`src/rtl/usbtx_pkg.sv`:
```
package usbtx_pkg;

    localparam int unsigned DEF_CLKS_PER_BIT  = 11;
    localparam int unsigned DEF_MIN_BYTES     = 2;
    localparam int unsigned DEF_MAX_BYTES     = 12;
    localparam int unsigned DEF_STUFF_RUN     = 6;
    localparam int unsigned DEF_EOP_SE0_BITS  = 2;

    typedef enum logic [2:0] {
        ST_IDLE = 3'd0,
        ST_PREP = 3'd1,
        ST_DATA = 3'd2,
        ST_SE0  = 3'd3,
        ST_EOPJ = 3'd4
    } tx_state_e;

    typedef enum logic {
        LVL_J = 1'b0,
        LVL_K = 1'b1
    } line_lvl_e;

    typedef struct packed {
        logic dp;
        logic dm;
    } pins_t;

    // Pin levels for a state and the current differential level.
    function automatic pins_t pins_of(tx_state_e st, line_lvl_e lvl);
        pins_t p;
        case (st)
            ST_PREP, ST_EOPJ: p = '{dp: 1'b0, dm: 1'b1};
            ST_DATA:          p = (lvl == LVL_K) ? '{dp: 1'b1, dm: 1'b0}
                                                 : '{dp: 1'b0, dm: 1'b1};
            default:          p = '{dp: 1'b0, dm: 1'b0};
        endcase
        return p;
    endfunction

    function automatic logic drives(tx_state_e st);
        return (st == ST_DATA) || (st == ST_SE0) || (st == ST_EOPJ);
    endfunction

endpackage

```
`src/rtl/usbtx_bit_timer.sv`:
```
module usbtx_bit_timer #(
    parameter int unsigned CLKS_PER_BIT = usbtx_pkg::DEF_CLKS_PER_BIT
) (
    input  logic clk,
    input  logic rst,
    input  logic run,
    output logic slot_last
);
    localparam int unsigned TW = (CLKS_PER_BIT > 1) ? $clog2(CLKS_PER_BIT) : 1;

    logic [TW-1:0] cnt_q;

    assign slot_last = run && (cnt_q == TW'(CLKS_PER_BIT - 1));

    always_ff @(posedge clk) begin
        if (rst || !run)    cnt_q <= '0;
        else if (slot_last) cnt_q <= '0;
        else                cnt_q <= cnt_q + 1'b1;
    end

    AST_TIMER_RANGE: assert property (@(posedge clk) disable iff (rst)
        cnt_q < TW'(CLKS_PER_BIT)) else $error("timer range");

endmodule

```
`src/rtl/usbtx_stuff_nrzi.sv`:
```
module usbtx_stuff_nrzi #(
    parameter int unsigned STUFF_RUN = usbtx_pkg::DEF_STUFF_RUN,
    parameter int unsigned OW        = $clog2(STUFF_RUN + 1)
) (
    input  usbtx_pkg::line_lvl_e cur_lvl,
    input  logic [OW-1:0]        ones_cnt,
    input  logic                 data_bit,
    output logic                 stuff_now,
    output usbtx_pkg::line_lvl_e nxt_lvl,
    output logic [OW-1:0]        nxt_ones
);
    import usbtx_pkg::*;

    logic toggle;

    always_comb begin
        stuff_now = (ones_cnt == OW'(STUFF_RUN));
        toggle    = stuff_now || !data_bit;
        nxt_lvl   = toggle ? line_lvl_e'(~cur_lvl) : cur_lvl;
        nxt_ones  = toggle ? '0 : ones_cnt + 1'b1;
    end

endmodule

```
`src/rtl/usb_ls_tx.sv`:
```
module usb_ls_tx #(
    parameter int unsigned CLKS_PER_BIT = usbtx_pkg::DEF_CLKS_PER_BIT,
    parameter int unsigned MIN_BYTES    = usbtx_pkg::DEF_MIN_BYTES,
    parameter int unsigned MAX_BYTES    = usbtx_pkg::DEF_MAX_BYTES,
    parameter int unsigned STUFF_RUN    = usbtx_pkg::DEF_STUFF_RUN,
    parameter int unsigned EOP_SE0_BITS = usbtx_pkg::DEF_EOP_SE0_BITS,
    parameter int unsigned CNT_W        = $clog2(MAX_BYTES + 1),
    parameter int unsigned ADDR_W       = $clog2(MAX_BYTES)
) (
    input  logic              clk,
    input  logic              rst,
    input  logic              tx_start,
    input  logic [CNT_W-1:0]  tx_len,
    output logic [ADDR_W-1:0] buf_addr,
    input  logic [7:0]        buf_data,
    output logic              dp_out,
    output logic              dm_out,
    output logic              drive_en,
    output logic              rx_evt_clr,
    output logic              tx_done
);
    import usbtx_pkg::*;

    localparam int unsigned OW = $clog2(STUFF_RUN + 1);
    localparam int unsigned EW = (EOP_SE0_BITS > 1) ? $clog2(EOP_SE0_BITS) : 1;

    tx_state_e       st_q;
    line_lvl_e       lvl_q;
    logic [OW-1:0]   ones_q;
    logic [CNT_W-1:0] len_q, byte_q;
    logic [2:0]      bit_q;
    logic [EW-1:0]   eop_q;
    logic            done_q, clr_q;

    logic            slot_last, stuff_now, at_end, len_ok, emit;
    line_lvl_e       nxt_lvl;
    logic [OW-1:0]   nxt_ones;
    pins_t           pins;

    usbtx_bit_timer #(.CLKS_PER_BIT(CLKS_PER_BIT)) u_timer (
        .clk       (clk),
        .rst       (rst),
        .run       (drives(st_q)),
        .slot_last (slot_last)
    );

    usbtx_stuff_nrzi #(.STUFF_RUN(STUFF_RUN), .OW(OW)) u_enc (
        .cur_lvl   (lvl_q),
        .ones_cnt  (ones_q),
        .data_bit  (buf_data[bit_q]),
        .stuff_now (stuff_now),
        .nxt_lvl   (nxt_lvl),
        .nxt_ones  (nxt_ones)
    );

    assign len_ok   = (tx_len >= CNT_W'(MIN_BYTES)) && (tx_len <= CNT_W'(MAX_BYTES));
    assign at_end   = (byte_q == len_q);
    assign emit     = (st_q == ST_PREP) ||
                      ((st_q == ST_DATA) && slot_last && !(at_end && !stuff_now));
    assign buf_addr = ADDR_W'(byte_q);

    // Control state.
    always_ff @(posedge clk) begin
        if (rst) begin
            st_q   <= ST_IDLE;
            len_q  <= '0;
            eop_q  <= '0;
            done_q <= 1'b0;
            clr_q  <= 1'b0;
        end else begin
            done_q <= 1'b0;
            clr_q  <= 1'b0;
            case (st_q)
                ST_IDLE: if (tx_start && len_ok) begin
                    len_q <= tx_len;
                    st_q  <= ST_PREP;
                end
                ST_PREP: st_q <= ST_DATA;
                ST_DATA: if (slot_last && at_end && !stuff_now) begin
                    st_q  <= ST_SE0;
                    eop_q <= '0;
                    clr_q <= 1'b1;
                end
                ST_SE0: if (slot_last) begin
                    if (eop_q == EW'(EOP_SE0_BITS - 1)) st_q <= ST_EOPJ;
                    else                                eop_q <= eop_q + 1'b1;
                end
                ST_EOPJ: if (slot_last) begin
                    st_q   <= ST_IDLE;
                    done_q <= 1'b1;
                end
                default: st_q <= ST_IDLE;
            endcase
        end
    end

    // Bit pointer, line level and run counter.
    always_ff @(posedge clk) begin
        if (rst) begin
            lvl_q  <= LVL_J;
            ones_q <= '0;
            byte_q <= '0;
            bit_q  <= '0;
        end else if (st_q == ST_IDLE) begin
            lvl_q  <= LVL_J;
            ones_q <= '0;
            byte_q <= '0;
            bit_q  <= '0;
        end else if (emit) begin
            lvl_q  <= nxt_lvl;
            ones_q <= nxt_ones;
            if (!stuff_now) begin
                bit_q <= bit_q + 1'b1;
                if (bit_q == 3'd7) byte_q <= byte_q + 1'b1;
            end
        end
    end

    assign pins       = pins_of(st_q, lvl_q);
    assign dp_out     = pins.dp;
    assign dm_out     = pins.dm;
    assign drive_en   = drives(st_q);
    assign rx_evt_clr = clr_q;
    assign tx_done    = done_q;

    AST_PREP_BEFORE_DRIVE: assert property (@(posedge clk) disable iff (rst)
        $rose(drive_en) |-> $past(dm_out && !dp_out && !drive_en)) else $error("prep");
    AST_SLOT_STABLE: assert property (@(posedge clk) disable iff (rst)
        (st_q == ST_DATA && $past(st_q == ST_DATA) && !$past(slot_last))
        |-> $stable({dp_out, dm_out})) else $error("slot stable");
    AST_NO_SE1: assert property (@(posedge clk) disable iff (rst)
        !(dp_out && dm_out)) else $error("se1");
    AST_RUN_LIMIT: assert property (@(posedge clk) disable iff (rst)
        ones_q <= OW'(STUFF_RUN)) else $error("run limit");
    AST_RELEASE_FROM_J: assert property (@(posedge clk) disable iff (rst)
        $fell(drive_en) |-> $past(st_q == ST_EOPJ && dm_out && !dp_out)) else $error("release");
    AST_CLR_AT_SE0: assert property (@(posedge clk) disable iff (rst)
        rx_evt_clr |-> (st_q == ST_SE0 && $past(st_q == ST_DATA))) else $error("clr");
    AST_DONE_PULSE: assert property (@(posedge clk) disable iff (rst)
        tx_done |-> (!drive_en && $past(st_q == ST_EOPJ))) else $error("done");
    AST_BUSY_IGNORE: assert property (@(posedge clk) disable iff (rst)
        (st_q != ST_IDLE && tx_start) |=> (st_q != ST_PREP)) else $error("busy");

endmodule

```
`config.mk`:
```
export PLATFORM = sky130hd
export DESIGN_NAME = usb_ls_tx
export DESIGN_NICKNAME = d
export VERILOG_FILES = /design/src/rtl/usbtx_pkg.sv /design/src/rtl/usbtx_bit_timer.sv /design/src/rtl/usbtx_stuff_nrzi.sv /design/src/rtl/usb_ls_tx.sv
export SDC_FILE = /design/constraint.sdc
export NUM_CORES = 1
export LEC_CHECK = 0
export BUFFER_PORTS_ARGS = -buffer_cell sky130_fd_sc_hd__buf_4
export CAP_MARGIN = 20
export CORE_UTILIZATION = 26
export CTS_CLUSTER_DIAMETER = 100
export CTS_CLUSTER_SIZE = 28
export DETAILED_ROUTE_END_ITERATION = 6
export PLACE_DENSITY = 0.47
export RECOVER_POWER = 100
export SLEW_MARGIN = 20
export SYNTH_ARGS = -nofsm -noshare
export SYNTH_HDL_FRONTEND = slang
export SYNTH_SLANG_ARGS = --single-unit
```
`constraint.sdc`:
```
create_clock -name clk -period 3.5 [get_ports clk]
set_input_delay 0.525 -clock clk [delete_from_list [all_inputs] [get_ports clk]]
set_output_delay 0.525 -clock clk [all_outputs]
set_load 0.1 [all_outputs]
```
=== After elaboration in Yosys (flattened, before gate mapping) ===
Cells that the tools add are included.

* Eq/ne operators: 13
* Magnitude comparators: 3
* Reductions and logical operators: 30
* Multiplexer cells: 17
* Bitwise gates (word level): 4
* Add/sub/neg operators: 5

{| class="wikitable"
|+ Operator list
! kind !! count
|-
| $mux 3 || 6
|-
| $pmux 3 s5 || 1
|-
| $reduce_or 2->1 || 5
|-
| $eq 3x3->1 const B || 3
|-
| $add 4x1->4 const B || 2
|-
| $logic_and 1x1->1 || 8
|-
| $ne 2x2->1 const B || 4
|-
| $add 3x1->3 const B || 2
|-
| $eq 3x2->1 const B || 2
|-
| $mux 1 || 6
|-
| $reduce_and 2->1 || 3
|-
| $reduce_and 3->1 || 2
|-
| $logic_or 1x1->1 || 5
|-
| $reduce_and 5->1 || 1
|-
| $eq 4x4->1 || 1
|-
| $eq 4x4->1 const B || 1
|-
| $ge 4x2->1 const B || 1
|-
| $le 4x4->1 const B || 1
|-
| $logic_not 1->1 || 4
|-
| $lt 3x4->1 const B || 1
|-
| $not 1->1 || 4
|-
| $pmux 2 s2 || 1
|-
| $bmux 1 s3 || 1
|-
| $eq 3x1->1 const B || 1
|-
| 6 further kinds || 6
|}

* Input port bits: 15
* Word-level logic and storage cells: 82
* Register bits after elaboration: 25
* Output and inout port bits: 9

=== Logic depth before layout (Yosys ltp) ===
* Depth in word-level cells: 8
* Mapped depth: 8
* Mapped depth without buffers: 7

=== Cells and area by module ===
A second synthesis with hierarchy kept.

* Cell total of the unflattened synthesis: 144
* Area, all modules: 1317.5 µm²

{| class="wikitable"
|+ Modules (own cells, without submodules)
! module !! seq. area each (µm²) !! times used !! cells an instance !! area an instance (µm²)
|-
| usb_ls_tx || 420.4 || 1 || 115 || 1054.8
|-
| usbtx_bit_timer || 80.1 || 1 || 18 || 180.2
|-
| usbtx_stuff_nrzi || 0.0 || 1 || 11 || 82.6
|}

=== Worst setup path before layout ===
Ideal clock, no wire load.

* Path kind: reg-to-output
* Start point: register st_q[2]
* End point: output port dp_out
* Path buffers: 1
* Required time: 2.975 ns
* Stages on the path, launching flop included: 4
* Arrival: 2.826 ns
* Setup slack: 0.149 ns
* Path through: dfxtp_1 -> clkbuf_2 -> nand2b_1 -> nor3b_1

* Cells in the longest elaborated chain, start to end: 3
* Elaborated cells on any way between the ends: 5
* Those cells by class: eq/ne: 3; mux: 1; reduce/logical: 1

{| class="wikitable"
|+ Ends and longest elaborated chain
! item !! RTL line !! RTL
|-
| start, declared || usb_ls_tx.sv:27 || <nowiki>tx_state_e st_q;</nowiki>
|-
| start signal, assigned || usb_ls_tx.sv:65 || <nowiki>st_q <= ST_IDLE;</nowiki>
|-
| start signal, assigned || usb_ls_tx.sv:76 || <nowiki>st_q <= ST_PREP;</nowiki>
|-
| start signal, assigned || usb_ls_tx.sv:78 || <nowiki>ST_PREP: st_q <= ST_DATA;</nowiki>
|-
| $eq 3x3->1 or $eq 3x1->1 (tied branches) || usbtx_pkg.sv:30 || <nowiki>case (st)</nowiki>
|-
| $reduce_or 2->1 || usbtx_pkg.sv:30 ||
|-
| $pmux 2 s2 (*) || usbtx_pkg.sv:30 ||
|-
| end, declared || usb_ls_tx.sv:16 || <nowiki>output logic dp_out,</nowiki>
|}

Mark *: on every way between the ends. The rest lies on a longest branch, timed or not.

=== Worst setup path in the final report ===
* Start point: register st_q[1]
* End point: output port dm_out

* Cells in the longest elaborated chain, start to end: 3
* Elaborated cells on any way between the ends: 5
* Those cells by class: eq/ne: 3; mux: 1; reduce/logical: 1

{| class="wikitable"
|+ Ends and longest elaborated chain
! item !! RTL line !! RTL
|-
| $eq 3x3->1 or $eq 3x1->1 (tied branches) || usbtx_pkg.sv:30 ||
|-
| $reduce_or 2->1 || usbtx_pkg.sv:30 ||
|-
| $pmux 2 s2 (*) || usbtx_pkg.sv:30 ||
|-
| end, declared || usb_ls_tx.sv:17 || <nowiki>output logic dm_out,</nowiki>
|}

Marks and branches as above.

==> impl_metrics.toml <==
[global_routing]
gr-usage-all-layers = 0.115
grt_pass1_wl_um = 4800
grt_antenna_before_repair = 0
grt-ovfl-total = 0
grt_max_degree = 14
grt_pass1_vias = 1052

[floorplan]
core_um2 = 4850
dieWidth_um = 73.9
start_util = 0.277
dieArea_um2 = 5460
io_pins = 24
rows = 25
die_height_um = 73.9

[setup_path]
required_ps = 2970
cpPeakStageDelay_ps = 880
critical_path.cell_chain = "inv_1 -> nor3_1 -> a21oi_1 -> o21ai_0 -> clkbuf_1"
cp_slowest_cell = "clkbuf_1"
crit_path_end_kind = "output pin"
arrival_ps = 2180
cp_max_fo = 9
crit_path_start_kind = "register"
critPathKind = "reg2out"

[synth]
synthesis.area_um2 = 1340
synth.distinct_cells = 41
yosys_warnings = 0
ys_seq_area_frac = 0.372
synth_edf_count = 0
synth-seq-cells = 25
async_reset_ff_frac = 0
syn_avg_cell_area_um2 = 8.96
synth-main-ff-cell = "dfxtp_1"
synth_fp_nets = 172
syn_inst = 150

[cts]
clk_pin_slew_ps = 90
cts-resized-gates = 0
clk_latency_ps = 270
htree_levels = 1
cts-root-buf = "clkbuf_8"
ctsHoldBuffers = 0
cts_setup_buffers = 0
cts_tree = "yes"
clock_path_buffers = 2
cts-buffers-inserted = 3
cts.sinks = 25

[place]
place_inst = 234
placedInstanceArea_um2 = 1570
gp_congestion = 0.815
hpwlAfterDp_um = 2180
port_buffers = 23

[sta]
clock_skew_ps = 2.84
rsz0062_at_grt = "false"
slew_headroom = 0.216
post-route-min-period_ps = 2710
slew_violations = 0
worst_pin_slew_ps = 1180
tns_ps = 0
finalCritPeriodShare = 0.774
hold_viol_final = 0
fmax_mhz = 369
finalSetupViolCount = 0

[routing]
dr_total_vias = 1152
firstDrtPassIters = 4
vias_per_cell = 4.84
antenna_left = 0
drt_wl_total_um = 2880
drc = 0
wl_per_cell_um = 12.1
first_iter_violations = 32

[job]
max_cap_viol_count = 0

[final_layout]
diodes = 0
area_delta_synth_final_pct = 15.8
layout_commonest_cell = "dfxtp_1"
fin_cells = 238
utilization = 0.321
drive_gt1_frac = 0.135
layout_common_cells = "dfxtp_1, nor2_1, nand2_1"
fin_nets = 194
design_area_um2 = 1560

[pwr]
p_per_area_nw_per_um2 = 359
power_mw = 0.559
irDropWorstVdd_uv = 227
p_leak_nw = 0.597

[hold_path]
hold_path_class = "reg2reg"

[status]
status = "completed"
through the flow:
step           hold slack, ps  setup WS (ps)
4_1_cts                   475           1330
3_5_place_dp              454           1590
2_1_floorplan             430            149
3_3_place_gp              444           1600
5_1_grt                   504            660
6_report                  467            791
synthesized netlist by cell type (all sizes together), types with 4 or more instances:
cell type,instances,share of area
a21oi,7,0.026
buf,4,0.020
dfxtp,25,0.37
ha,7,0.065
inv,4,0.013
mux2i,7,0.052
nand2,15,0.042
nand4,4,0.019
nor2,19,0.053
nor3,6,0.022
o21ai,4,0.015
or3,4,0.022
xor2,5,0.033
state kept, by name, indices dropped and copies added (netlist names), 3 cells and up:
signal and flops:
bit_q 3, st_q 3, u_timer.cnt_q 4, ones_q 3
len_q 4, buf_addr 4
per-layer routing:
layer	up-vias	global-route usage	wire length (um)
met2	27	0.182	1270
met4	0	0.0321	29
met1	538	0.149	1440
li1	582	-	-
met5	-	0	0
met3	5	0.0357	136
cells by family (layout without fill, tap and decap cells):
family | Yosys count | in the layout | synth area share
flip-flops | 25 | 25 | 0.372
buffers and inverters | 10 | 31 | 0.0391
adder cells (fa/ha/maj) | 7 | 7 | 0.0652
XOR/XNOR | 7 | 7 | 0.0456
AO/OA/AOI/OAI | 23 | 23 | 0.114
AND/OR/NAND/NOR | 69 | 69 | 0.287
multiplexers | 9 | 9 | 0.0773
worst max-delay path: cells and delay by family, from the launching register on:
family	cells	cell delay, ps
simple gates	1	150
compound gates	2	240
flops	1	500
buf+inv	2	1030
where the power goes:
part           switching (mW)  total (mW)  internal [mW]
Combinational          0.0549      0.0867         0.0318
Sequential            0.00765       0.298          0.290
Clock                  0.0929       0.174         0.0815
Total                   0.155       0.559          0.404
area by class of cell:
cell class	count	area (um2)
flip-flops and latches	25	500
repair buffers	23	139
multi-input cells	115	771
well taps	67	83.8
fillers	528	3290
clock buffers	4	45.0
inverters	4	17.5
path summary, 6_finish.rpt:
path / startpoint / to / slack (ps) / cells after the start
worst max-delay path: st_q[1] / dm_out / 790 / 5
worst min-delay path: u_timer.cnt_q[0] / u_timer.cnt_q[0] / 470 / 1
worst max register to register: buf_addr[2] / bit_q[2] / 1460 / 5
worst min register to register: u_timer.cnt_q[0] / u_timer.cnt_q[0] / 470 / 1
(Power assumes the default switching activity.)
